`config.mk`:
```
export PLATFORM = sky130hd
export DESIGN_NAME = obr_regfile
export DESIGN_NICKNAME = d
export VERILOG_FILES = /design/src/rtl/obr_pkg.sv /design/src/rtl/obr_decode.sv /design/src/rtl/obr_lock.sv /design/src/rtl/obr_regfile.sv
export SDC_FILE = /design/constraint.sdc
export NUM_CORES = 1
export LEC_CHECK = 0
export BUFFER_PORTS_ARGS = -buffer_cell sky130_fd_sc_hd__buf_2
export CAP_MARGIN = 30
export CORE_MARGIN = 4
export CORE_UTILIZATION = 45
export DETAILED_ROUTE_END_ITERATION = 16
export PLACE_DENSITY = 0.73
export SYNTH_ARGS = -nofsm -noshare
export SYNTH_HDL_FRONTEND = slang
export SYNTH_SLANG_ARGS = --single-unit
```
`constraint.sdc`:
```
create_clock -name clk -period 3.5 [get_ports clk]
set_clock_uncertainty 0.1 [all_clocks]
set_input_delay 0.7 -clock clk [delete_from_list [all_inputs] [get_ports clk]]
set_output_delay 0.7 -clock clk [all_outputs]
set_load 0.05 [all_outputs]
```
`src/rtl/obr_pkg.sv`:
```
package obr_pkg;
    localparam int OBR_DATA_W   = 8;
    localparam int OBR_ADDR_W   = 16;
    localparam int OBR_NUM_REGS = 4;
    localparam int OBR_PAGE_W   = 4;

    typedef enum logic {
        WIN_HIGH_PAGE = 1'b0,
        WIN_LOW_PAGE  = 1'b1
    } win_place_e;
endpackage

```
`src/rtl/obr_decode.sv`:
```
module obr_decode #(
    parameter int PAGE_W  = 4,
    parameter int PAGE_LO = 5,
    parameter int PAGE_HI = 6
) (
    input  logic [PAGE_W-1:0] page,
    input  logic              strap,
    output logic              reg_hit,
    output logic              wram_hit
);
    import obr_pkg::*;

    localparam logic [PAGE_W-1:0] LO_P = PAGE_W'(PAGE_LO);
    localparam logic [PAGE_W-1:0] HI_P = PAGE_W'(PAGE_HI);

    logic [PAGE_W-1:0] reg_page;

    always_comb begin
        reg_page = (win_place_e'(strap) == WIN_LOW_PAGE) ? LO_P : HI_P;
        reg_hit  = (page == reg_page);
        wram_hit = (page == LO_P) || (page == HI_P);
    end
endmodule

```
`src/rtl/obr_lock.sv`:
```
module obr_lock (
    input  logic lock_bit,
    input  logic mode_bit,
    output logic locked
);
    // Lock only bites while the fixed-bank mode bit is clear.
    always_comb locked = lock_bit & ~mode_bit;
endmodule

```
`src/rtl/obr_regfile.sv`:
```
module obr_regfile #(
    parameter int DATA_W   = obr_pkg::OBR_DATA_W,
    parameter int ADDR_W   = obr_pkg::OBR_ADDR_W,
    parameter int NUM_REGS = obr_pkg::OBR_NUM_REGS,
    parameter int PAGE_W   = obr_pkg::OBR_PAGE_W,
    parameter int PAGE_LO  = 5,
    parameter int PAGE_HI  = 6,
    parameter int CTRL_REG = 3,
    parameter int LOCK_BIT = 7,
    parameter int MODE_BIT = 4
) (
    input  logic                       clk,
    input  logic                       rst_n,
    input  logic                       cpu_reset,
    input  logic                       cpu_wr_en,
    input  logic [ADDR_W-1:0]          cpu_addr,
    input  logic [DATA_W-1:0]          cpu_wdata,
    input  logic                       win_strap,
    input  logic                       ram_en,
    output logic [NUM_REGS*DATA_W-1:0] bank_regs,
    output logic                       recompute_stb,
    output logic                       wram_we,
    output logic [ADDR_W-1:0]          wram_addr,
    output logic [DATA_W-1:0]          wram_wdata
);
    localparam int SEL_W = (NUM_REGS > 1) ? $clog2(NUM_REGS) : 1;

    typedef struct packed {
        logic [NUM_REGS-1:0][DATA_W-1:0] regs;
        logic                            accept;
        logic                            recompute;
        logic                            wram_we;
        logic [ADDR_W-1:0]               wram_addr;
        logic [DATA_W-1:0]               wram_wdata;
    } state_t;

    state_t st_d, st_q;

    logic             reg_hit, wram_hit, locked, write_ok;
    logic [SEL_W-1:0] sel;
    logic [NUM_REGS-1:0][DATA_W-1:0] regs_next;

    assign sel = cpu_addr[SEL_W-1:0];

    obr_decode #(
        .PAGE_W (PAGE_W),
        .PAGE_LO(PAGE_LO),
        .PAGE_HI(PAGE_HI)
    ) decode_i (
        .page    (cpu_addr[ADDR_W-1 -: PAGE_W]),
        .strap   (win_strap),
        .reg_hit (reg_hit),
        .wram_hit(wram_hit)
    );

    obr_lock lock_i (
        .lock_bit(st_q.regs[CTRL_REG][LOCK_BIT]),
        .mode_bit(st_q.regs[CTRL_REG][MODE_BIT]),
        .locked  (locked)
    );

    assign write_ok = cpu_wr_en & reg_hit & ~locked & ~cpu_reset;

    for (genvar gi = 0; gi < NUM_REGS; gi++) begin : g_reg
        always_comb begin
            if (cpu_reset)
                regs_next[gi] = '0;
            else if (write_ok && (sel == SEL_W'(gi)))
                regs_next[gi] = cpu_wdata;
            else
                regs_next[gi] = st_q.regs[gi];
        end
    end

    always_comb begin
        st_d           = st_q;
        st_d.regs      = regs_next;
        st_d.accept    = write_ok;
        st_d.recompute = st_q.accept;
        st_d.wram_we   = cpu_wr_en & wram_hit & ram_en;
        if (cpu_wr_en & wram_hit & ram_en) begin
            st_d.wram_addr  = cpu_addr;
            st_d.wram_wdata = cpu_wdata;
        end
    end

    always_ff @(posedge clk or negedge rst_n) begin
        if (!rst_n)
            st_q <= '0;
        else
            st_q <= st_d;
    end

    assign bank_regs     = st_q.regs;
    assign recompute_stb = st_q.recompute;
    assign wram_we       = st_q.wram_we;
    assign wram_addr     = st_q.wram_addr;
    assign wram_wdata    = st_q.wram_wdata;
endmodule

```
==> summary.md, run 1 <==
| Metric | Value |
|---|---|
| Avg WL per Cell | `15.55 microns` |
| #FFs+latches synth | `59` |
| Post-CTS Setup Bufs | `0` |
| Clock Tree Root | `clkbuf_8` |
| CP Buf/Inv Count | `1` |
| Clock latency on the worst-skew pair | `320 ps` |
| Hold crit path type | `in2async` |
| Final setup viols | `0` |
| Post-route ant nets | `0` |
| Setup TNS | `0 ps` |
| Final Hold Slack | `133.5 ps` |
| Endpoints failing hold | `0` |
| Fmax achieved | `426.8 MHz` |
| CP required | `3640 ps` |
| Worst EP arrival | `2480 ps` |
| Post-route DRC | `0` |
| Outcome | `completed` |
| Total number of vias | `1710` |
| Setup slack after layout | `1157 ps` |
| Fraction of layout cells with a size suffix above 1 | `0.4662` |
| Routability Congestion | `0.7732` |
| DRT Wirelength | `5459 microns` |
| Gate Count Post-Synth | `185` |
| Cells on worst reg2reg path | `4` |
| RSZ-0062 raised after global routing | `false` |
| Final Max Tran Viols | `0` |
| Htree depth | `3` |
| Placed Cells | `335` |
| Die area | `6830 sq um` |
| Post-CTS Hold Fix Bufs | `0` |
| Slew @ Worst Pin | `551.8 ps` |
| First-pass DRT Iterations | `4` |
| Yosys warns | `0` |
| Fill cells | `458` |
| Util after Layout | `0.6125` |
| Layout net count | `306` |
| Initial Utilization | `0.4787` |
| Row cnt | `26` |
| Worst Setup End Kind | `register` |
| Crit path max-delay family | `simple AND/OR/NAND/NOR gates` |
| Net count after synthesis | `215` |
| Worst slew margin | `0.6322` |
| Non-filler cells in the finished layout | `351` |
| Core footprint | `5238 sq um` |
| DIE WIDTH | `82.65 microns` |
| Clock Pin Slew Worst Setup and Hold Paths | `70 ps` |
| Maximum clock path buffer count | `2` |
| Worst VDD drop | `0.3748 mV` |
| TritonCTS clock tree | `done` |
| Dpl cell area | `3017 sq um` |
| Vias in the first global route | `1728` |
| Start point of the critical path | `cpu_addr[13]` |
| Reg2reg start | `bank_regs[31]$_DFFE_PN0P_` |
| Synthesized area | `2507 sq um` |
| IO Pins | `88` |
| Post-detail-place hpwl | `3917 microns` |
| Input/output buffers | `87` |
| Initial DRC count | `130` |
| Syn Area/Cell | `13.55 sq um` |
| Vias/cell | `4.872` |
| Critical path class | `in2reg` |
| Clock sink count | `59` |
| Maxcap violations | `0` |
| GRT Total Usage | `0.1787` |
| First-pass GRT wire length | `8838 microns` |
| Final instance area | `3208 sq um` |
| Initial antenna violation count | `0` |
| Final min period | `2343 ps` |
| Place WS | `806.9 ps` |
| R2R Path End | `bank_regs[11]$_DFFE_PN0P_` |
| Total congestion overflow | `0` |
| Die height | `82.65 microns` |
| Largest net degree at the start of global routing | `42` |
| Reg2reg setup slack | `1660 ps` |
| Leak pwr | `1.750 nW` |
| Layout area overhead | `27.94%` |
| Crit path cell chain | `buf_2, or3b_4, a2111oi_4, nand3b_1, mux2i_1` |
| Tot Pwr | `1.811 mW` |
| Max incr delay on CP | `480 ps` |
| Diode count | `0` |
| Period utilization | `0.6694` |
| Power Dens Cells | `564.7 nW/um^2` |
| # resized after CTS | `0` |
| Crit Path Max Fanout | `8` |
| Slowest stage cell, crit path | `a2111oi_4` |
| Sequential element share of the synthesized area | `0.5888` |
| Distinct cells, synth | `22` |
| Critical path startpoint category | `primary input` |
| CTS Buf Count | `9` |
## report_power, final
group | internal (mW) | leakage (nW) | switching [mW]
logic | 0.121 | 0.870 | 0.326
registers | 0.749 | 0.781 | 0.0306
clock network | 0.334 | 0.0997 | 0.251
## placed cells by master (no fill, tap or decap)
cell / netlist / final
o21ai_0: 2 / 2
nor2_2: 0 / 1
nand2_1: 1 / 1
or3b_4: 1 / 1
mux2_2: 20 / 20
clkinv_2: 0 / 1
a2111oi_4: 1 / 1
buf_4: 2 / 3
buf_2: 2 / 87
nand4b_1: 1 / 1
nor3b_2: 1 / 1
buf_12: 0 / 1
nand3b_1: 4 / 4
nor2b_1: 2 / 2
xnor2_1: 1 / 1
clkbuf_8: 0 / 13
dfrtp_1: 59 / 59
nand2b_1: 40 / 40
mux2i_1: 32 / 32
a21oi_1: 2 / 2
and4b_1: 1 / 1
clkbuf_1: 6 / 2
nand3_2: 1 / 1
nor2_1: 4 / 3
or2_2: 1 / 1
## logic make-up (layout without fill, tap and decap cells)
logic type	after synthesis	count (layout)	share of synthesized area
buf+inv	11	107	0.02345
flops	59	59	0.5888
mux	52	52	0.2176
xor+xnor	1	1	0.003494
simple gates	57	57	0.1477
compound gates	5	5	0.01896
## flip-flops by register name, indices dropped and copies added, names as in the netlist
name	count
recompute_stb	1
wram_we	1
wram_wdata	8
st_d	1
bank_regs	32
wram_addr	16
## Yosys cell counts
master	instances	area share
or3b_4	1	0.0045
nand2b_1	40	0.10
nor2_1	4	0.0060
nand3b_1	4	0.012
dfrtp_1	59	0.59
xnor2_1	1	0.0035
nand4b_1	1	0.0035
clkbuf_1	6	0.0090
or2_2	1	0.0025
buf_4	2	0.0060
nand3_2	1	0.0040
and4b_1	1	0.0040
buf_6	1	0.0045
a2111oi_4	1	0.011
nor3b_2	1	0.0050
a21oi_1	2	0.0040
buf_2	2	0.0040
mux2i_1	32	0.13
nor2b_1	2	0.0050
nand2_1	1	0.0015
mux2_2	20	0.090
o21ai_0	2	0.0040
## metal layers
layer / share of wire / global-route usage
met1: 0.46 / 0.2509
met2: 0.44 / 0.2468
met3: 0.086 / 0.05965
met4: 0.019 / 0.08660
met5: 0 / 0
## cell type report
type | instances | area (sq um) | area share
Sequential cell | 59 | 1476 | 0.4602
Clock inverter | 1 | 5.005 | 0.001560
Timing Repair Buffer | 91 | 478.0 | 0.1490
Tap cell | 70 | 87.58 | 0.02730
Multi-Input combinational cell | 115 | 974.7 | 0.3038
Clock buffer | 15 | 186.4 | 0.05811
## worst max path at each step
stage | depth (start not counted) | end | slack, ps
after floorplan | 5 | bank_regs[0]$_DFFE_PN0P_ | 1240
after global placement | 5 | bank_regs[8]$_DFFE_PN0P_ | 880
after global routing | 5 | bank_regs[23]$_DFFE_PN0P_ | 1060
after CTS | 5 | bank_regs[11]$_DFFE_PN0P_ | 1150
final | 5 | bank_regs[11]$_DFFE_PN0P_ | 1160
after detailed placement | 5 | bank_regs[11]$_DFFE_PN0P_ | 810
(Power assumes the default switching activity.)
==> run 2, diff against run 1 <==
- CORE_UTILIZATION: 45 -> 44
- PLACE_DENSITY: 0.73 -> 0.75
- clock period: 3.5 -> 2.05 ns (I/O delays scaled with it)
==> run 2 against run 1 <==
Against the previous run:
- die area is 2.1% higher
- wire length is 2.8% lower
- power is 63% higher
- core utilization is 2.2 points lower
- via count is 0.47% higher
- register-to-register slack worse by 1200 ps
- sequential power is 71% higher
- setup slack worse by 890 ps
- sequential share of layout area is 0.65 points lower
==> summary.md, run 2 (synthesized netlist as in run 1, its figures left out) <==
| Metric | Value |
|---|---|
| First-pass GRT wire length | `9045 microns (+2.3%)` |
| IO Pins | `88 (unchanged)` |
| Period utilization | `0.8682` |
| TritonCTS clock tree | `done` |
| CTS Buf Count | `9 (unchanged)` |
| First-pass DRT Iterations | `4 (unchanged)` |
| Hold crit path type | `in2reg` |
| Post-CTS Setup Bufs | `0 (unchanged)` |
| Sw Share | `0.3417 (+0.006544)` |
| Worst hold path cell count | `2` |
| Non-filler cells in the finished layout | `360 (+2.6%)` |
| Fill cells | `458 (unchanged)` |
| Reg2reg setup slack | `450 ps (-1210 ps)` |
| Worst VDD drop | `0.6488 mV (+73%)` |
| Post-route ant nets | `0 (unchanged)` |
| Hold EP | `wram_addr[2]$_DFFE_PN0P_` |
| Crit path cell chain | `buf_2, or3b_4, a2111oi_4, nor3b_2, buf_4, mux2i_1` |
| Final setup viols | `0 (unchanged)` |
| Htree depth | `3 (unchanged)` |
| Avg WL per Cell | `14.74 microns (-5.3%)` |
| Slowest stage cell, crit path | `or3b_4` |
| DIE WIDTH | `83.49 microns (+1.0%)` |
| Min-delay src | `cpu_addr[2]` |
| Input/output buffers | `87 (unchanged)` |
| RSZ-0062 raised after global routing | `false` |
| Diode count | `0 (unchanged)` |
| Endpoints failing hold | `0 (unchanged)` |
| Total congestion overflow | `0 (unchanged)` |
| Cells on worst reg2reg path | `5 (+1)` |
| Core footprint | `5507 sq um (+5.1%)` |
| R2R Path End | `bank_regs[1]$_DFFE_PN0P_` |
| Routability Congestion | `0.7106 (-8.1%)` |
| Row cnt | `27 (+3.8%)` |
| Pint | `1.949 mW (+62%)` |
| Most common cell after layout, fill and taps aside | `buf_2` |
| Reg2reg start | `bank_regs[31]$_DFFE_PN0P_` |
| Final Max Tran Viols | `0 (unchanged)` |
| Clock Tree Root | `clkbuf_8` |
| Multi-input logic area | `974.7 sq um (unchanged)` |
| Flop pwr share | `0.450 (+0.020)` |
| DRT Wirelength | `5305 microns (-2.8%)` |
| Tot Pwr | `2.961 mW (+63%)` |
| Maxcap violations | `0 (unchanged)` |
| Final instance area | `3254 sq um (+1.4%)` |
| Worst Setup End Kind | `register` |
| Leak pwr | `1.775 nW (+1.4%)` |
| Place WS | `-90.63 ps (-897.5 ps)` |
| Vias/cell | `4.772 (-2.0%)` |
| Number of flip-flops in the largest register | `32 (unchanged)` |
| Die area | `6971 sq um (+2.1%)` |
| P_sw | `1.012 mW (+67%)` |
| Worst EP arrival | `1920 ps (-560 ps)` |
| Max incr delay on CP | `400 ps (-80 ps)` |
| Outcome | `completed` |
| Die height | `83.49 microns (+1.0%)` |
| Post-route DRC | `0 (unchanged)` |
| Maximum clock path buffer count | `2 (unchanged)` |
| Total number of vias | `1718 (+0.47%)` |
| Fmax achieved | `561.9 MHz` |
| Initial DRC count | `61 (-53%)` |
| Dpl cell area | `3084 sq um (+2.2%)` |
| Clock Pin Slew Worst Setup and Hold Paths | `60 ps (about the same)` |
| Critical path class | `in2reg` |
| Layout area overhead | `29.79%` |
| Worst slew margin | `0.6642 (+0.03206)` |
| CP required | `2190 ps (-1450 ps)` |
| Crit Path Max Fanout | `8 (unchanged)` |
| Placed Cells | `344 (+2.7%)` |
| Layout net count | `314 (+2.6%)` |
| GRT Total Usage | `0.1651 (-0.01364)` |
| Vias in the first global route | `1776 (+2.8%)` |
| Initial antenna violation count | `0 (unchanged)` |
| Setup slack after layout | `270.2 ps (-887.0 ps)` |
| Post-detail-place hpwl | `3957 microns (+1.0%)` |
| Fraction of layout cells with a size suffix above 1 | `0.4757 (+0.009502)` |
| Commonest cells after routing, fill and taps aside | `buf_2 (87), dfrtp_1 (59), nand2b_1 (40)` |
| Largest net degree at the start of global routing | `41 (-2.4%)` |
| Comb pwr share | `0.258 (+0.011)` |
| Critical path startpoint category | `primary input` |
| Final min period | `1780 ps` |
| Slew @ Worst Pin | `503.7 ps (-48.09 ps)` |
| Clock sink count | `59 (unchanged)` |
| Clock latency on the worst-skew pair | `320 ps (about the same)` |
| Clock share of power | `0.292 (-0.031)` |
| FF+latch area | `1476 sq um (unchanged)` |
| Power Dens Cells | `910.0 nW/um^2 (+61%)` |
| Initial Utilization | `0.4554 (-0.02339)` |
-- run 2: repair_timing --
action                                  in CTS  in global routing
hold endpoints to repair                    21                  0
hold buffers                                 1                  0
endpoints found under the setup margin       0                  0
gates resized for setup                      0                  0
-- run 2: power by group through the flow --
stage / Clock, mW / Sequential (mW) / Combinational (mW)
floorplan: 0 / 1.76 / 0.140
global placement: 0 / 1.35 / 0.766
detailed placement: 0 / 1.35 / 0.775
CTS: 0.893 / 1.34 / 0.775
global route: 0.946 / 1.35 / 0.806
finish: 0.864 / 1.33 / 0.765
-- run 2: worst max-delay path, delay by kind of cell --
kind / cells / cell delay, ps
simple gates: 2 / 610
mux: 1 / 220
compound gates: 1 / 350
buf+inv: 2 / 330
-- run 2: area by class of cell --
cell class | count | area share
Sequential cell | 59 | 0.4537
Multi-Input combinational cell | 115 | 0.2995
Timing Repair Buffer | 99 | 0.1699
Clock buffer | 12 | 0.04460
Tap cell | 72 | 0.02768
Clock inverter | 3 | 0.004614
-- run 2: metrics by stage --
step / setup TNS (ps) / utilization / hold slack (ps)
3_5_place_dp: -986.7 / 0.5601 / 236.5
2_1_floorplan: 0 / - / 14.41
5_1_grt: 0 / 0.5910 / 198.2
3_3_place_gp: -96.83 / 0.5601 / 244.6
6_report: 0 / 0.5910 / 216.7
4_1_cts: 0 / 0.5910 / 202.5
-- run 2: per-layer routing --
layer	global-route usage	up-vias	part of all wire
met4	0.07456	0	0.020
met2	0.2566	58	0.47
met1	0.2109	825	0.44
li1	-	824	-
met5	0	-	0
met3	0.05331	11	0.077
-- run 2: how the worst max path moves through the flow --
stage / cells after the start / slack, ps / from / endpoint
after floorplan: 5 / 80 / win_strap / bank_regs[0]$_DFFE_PN0P_
after detailed placement: 6 / -90 / win_strap / bank_regs[1]$_DFFE_PN0P_
after global placement: 6 / -20 / win_strap / bank_regs[1]$_DFFE_PN0P_
after global routing: 6 / 170 / win_strap / bank_regs[1]$_DFFE_PN0P_
after CTS: 6 / 260 / win_strap / bank_regs[1]$_DFFE_PN0P_
final: 6 / 270 / win_strap / bank_regs[1]$_DFFE_PN0P_
==> run 3, diff against run 2 <==
- CELL_PAD_IN_SITES_DETAIL_PLACEMENT: not set -> 1
- CELL_PAD_IN_SITES_GLOBAL_PLACEMENT: not set -> 1
- CORE_UTILIZATION: 44 -> 35
- PLACE_DENSITY: 0.75 -> not set
- PLACE_DENSITY_LB_ADDON: not set -> 0.1
==> run 3 against run 2 <==
Against the previous run:
- final cell count grew 6.7%
- non-clock buffer count shrank 1
- core utilization shrank 9.7 points
- setup slack gained 44 ps
- die area grew 23%
- critical path depth is the same
- first-iteration DRC count shrank 30%
- global-route usage shrank 1.1 points
- fmax grew 2.5%
- register-to-register slack gained 30 ps
- sequential power is essentially flat
- largest power group is now the clock network
==> summary.md, run 3 (synthesized netlist as in run 1, its figures left out) <==
| Metric | Value |
|---|---|
| Worst EP arrival | `1880 ps (-40 ps)` |
| Fraction of layout cells with a size suffix above 1 | `0.4826 (+0.006944)` |
| Crit path max-delay family | `simple AND/OR/NAND/NOR gates` |
| Routability Congestion | `0.7496 (+5.5%)` |
| DRT Wirelength | `6135 microns (+16%)` |
| Most common cell after layout, fill and taps aside | `buf_2` |
| Final Max Tran Viols | `0 (unchanged)` |
| Reg2reg setup slack | `480 ps (+30 ps)` |
| Post-route ant nets | `0 (unchanged)` |
| Slowest stage cell, crit path | `or3b_4` |
| Total number of vias | `1740 (+1.3%)` |
| Clock Pin Slew Worst Setup and Hold Paths | `60 ps (about the same)` |
| TritonCTS clock tree | `done` |
| Tot Pwr | `3.509 mW (+18%)` |
| Die height | `92.64 microns (+11%)` |
| Outcome | `completed` |
| Initial DRC count | `43 (-30%)` |
| Post-detail-place hpwl | `4262 microns (+7.7%)` |
| Core footprint | `6869 sq um (+25%)` |
| # resized after CTS | `0 (unchanged)` |
| Largest net degree at the start of global routing | `60 (+46%)` |
| Maximum clock path buffer count | `2 (unchanged)` |
| Initial antenna violation count | `0 (unchanged)` |
| Diode count | `0 (unchanged)` |
| Row cnt | `30 (+11%)` |
| Die area | `8582 sq um (+23%)` |
| Vias in the first global route | `1942 (+9.3%)` |
| Vias/cell | `4.531 (-5.0%)` |
| Htree depth | `3 (unchanged)` |
| Critical path class | `in2reg` |
| Layout area overhead | `35.33%` |
| Dpl cell area | `3119 sq um (+1.1%)` |
| Avg WL per Cell | `15.98 microns (+8.4%)` |
| Critical path startpoint category | `primary input` |
| Placed Cells | `367 (+6.7%)` |
| Non-filler cells in the finished layout | `384 (+6.7%)` |
| Post-route DRC | `0 (unchanged)` |
| Multi-input logic area | `974.7 sq um (unchanged)` |
| Layout net count | `313 (-0.32%)` |
| Final Hold Slack | `209.0 ps (-7.765 ps)` |
| Setup TNS | `0 ps (unchanged)` |
| GRT Total Usage | `0.1537 (-0.01135)` |
| CP Buf/Inv Count | `2 (unchanged)` |
| Clock sink count | `59 (unchanged)` |
| IO Pins | `88 (unchanged)` |
| Input/output buffers | `87 (unchanged)` |
| Final instance area | `3393 sq um (+4.3%)` |
| Final setup viols | `0 (unchanged)` |
| Crit Path Max Fanout | `8 (unchanged)` |
| Fill cells | `757 (+65%)` |
| Max incr delay on CP | `400 ps (about the same)` |
| Worst slew margin | `0.7849 (+0.1207)` |
| RSZ-0062 raised after global routing | `false` |
| Total congestion overflow | `0 (unchanged)` |
| Slew @ Worst Pin | `322.6 ps (-181.1 ps)` |
| CTS Buf Count | `9 (unchanged)` |
| Initial Utilization | `0.3650 (-0.09032)` |
| Power Dens Cells | `1034 nW/um^2 (+14%)` |
| Worst VDD drop | `0.6498 mV (+0.15%)` |
| Maxcap violations | `0 (unchanged)` |
| Endpoints failing hold | `0 (unchanged)` |
| FF+latch area | `1476 sq um (unchanged)` |
| Clock latency on the worst-skew pair | `330 ps (about the same)` |
| Leak pwr | `1.817 nW (+2.4%)` |
| Final min period | `1736 ps (-43.58 ps)` |
| DIE WIDTH | `92.64 microns (+11%)` |
| Commonest cells after routing, fill and taps aside | `buf_2 (87), dfrtp_1 (59), nand2b_1 (40)` |
| Clock Tree Root | `clkbuf_8` |
| First-pass DRT Iterations | `4 (unchanged)` |
| Crit path cell chain | `buf_2, or3b_4, a2111oi_4, nor3b_2, buf_4, mux2i_1` |
| Hold crit path type | `in2reg` |
| Number of flip-flops in the largest register | `32 (unchanged)` |
| CP required | `2200 ps (about the same)` |
| Fmax achieved | `576.0 MHz (+2.5%)` |
| First-pass GRT wire length | `10130 microns (+12%)` |
| Worst Setup End Kind | `register` |
| Period utilization | `0.8469 (-0.02126)` |
==> run 3: what timing repair did <==
item / CTS / global route
hold buffers: 1 / 0
setup buffers: 0 / 0
hold endpoints to repair: 59 / 0
==> run 3: per-stage QoR <==
step	worst slack (ps)	utilization
floorplan	76.89	-
global route	236.3	0.4940
detailed placement	-49.02	0.4541
global placement	-18.77	0.4541
finish	313.8	0.4940
CTS	300.5	0.4940
==> run 3: path summary, 6_finish.rpt <==
kind,from,endpoint,depth (start not counted)
min reg2reg,st_d[25]$_DFF_PN0_,recompute_stb$_DFF_PN0_,0
min in group asynchronous,rst_n,bank_regs[29]$_DFFE_PN0P_,3
max,win_strap,bank_regs[7]$_DFFE_PN0P_,6
max reg2reg,bank_regs[31]$_DFFE_PN0P_,bank_regs[7]$_DFFE_PN0P_,5
max in group asynchronous,rst_n,bank_regs[26]$_DFFE_PN0P_,3
min,cpu_addr[2],wram_addr[2]$_DFFE_PN0P_,2
==> run 3: where the power goes <==
group / total [mW] / internal, mW / switching [mW]
Clock: 1.40 / 0.928 / 0.477
Sequential: 1.33 / 1.28 / 0.0556
Combinational: 0.771 / 0.212 / 0.559
==> run 3: layout make-up <==
type / count / share of cell area
multi-input combinational: 115 / 0.2872
clock buffer: 9 / 0.03650
tap: 96 / 0.03540
timing repair buffer: 98 / 0.1645
clock inverter: 7 / 0.04130
sequential: 59 / 0.4351
==> run 3: worst reg2reg max path, cell delays in order, from the launching register on <==
cell	delay [ps]
dfrtp_1	400
nor2b_1	170
a2111oi_4	190
nor3b_2	200
buf_4	210
mux2i_1	210
==> run 3: metal layers <==
layer | GRT usage | share of wire | vias up
met1 | 0.2028 | 0.47 | 856
met2 | 0.2199 | 0.44 | 55
li1 | - | - | 821
met5 | 0 | 0 | -
met3 | 0.07311 | 0.081 | 8
met4 | 0.05495 | 0.011 | 0
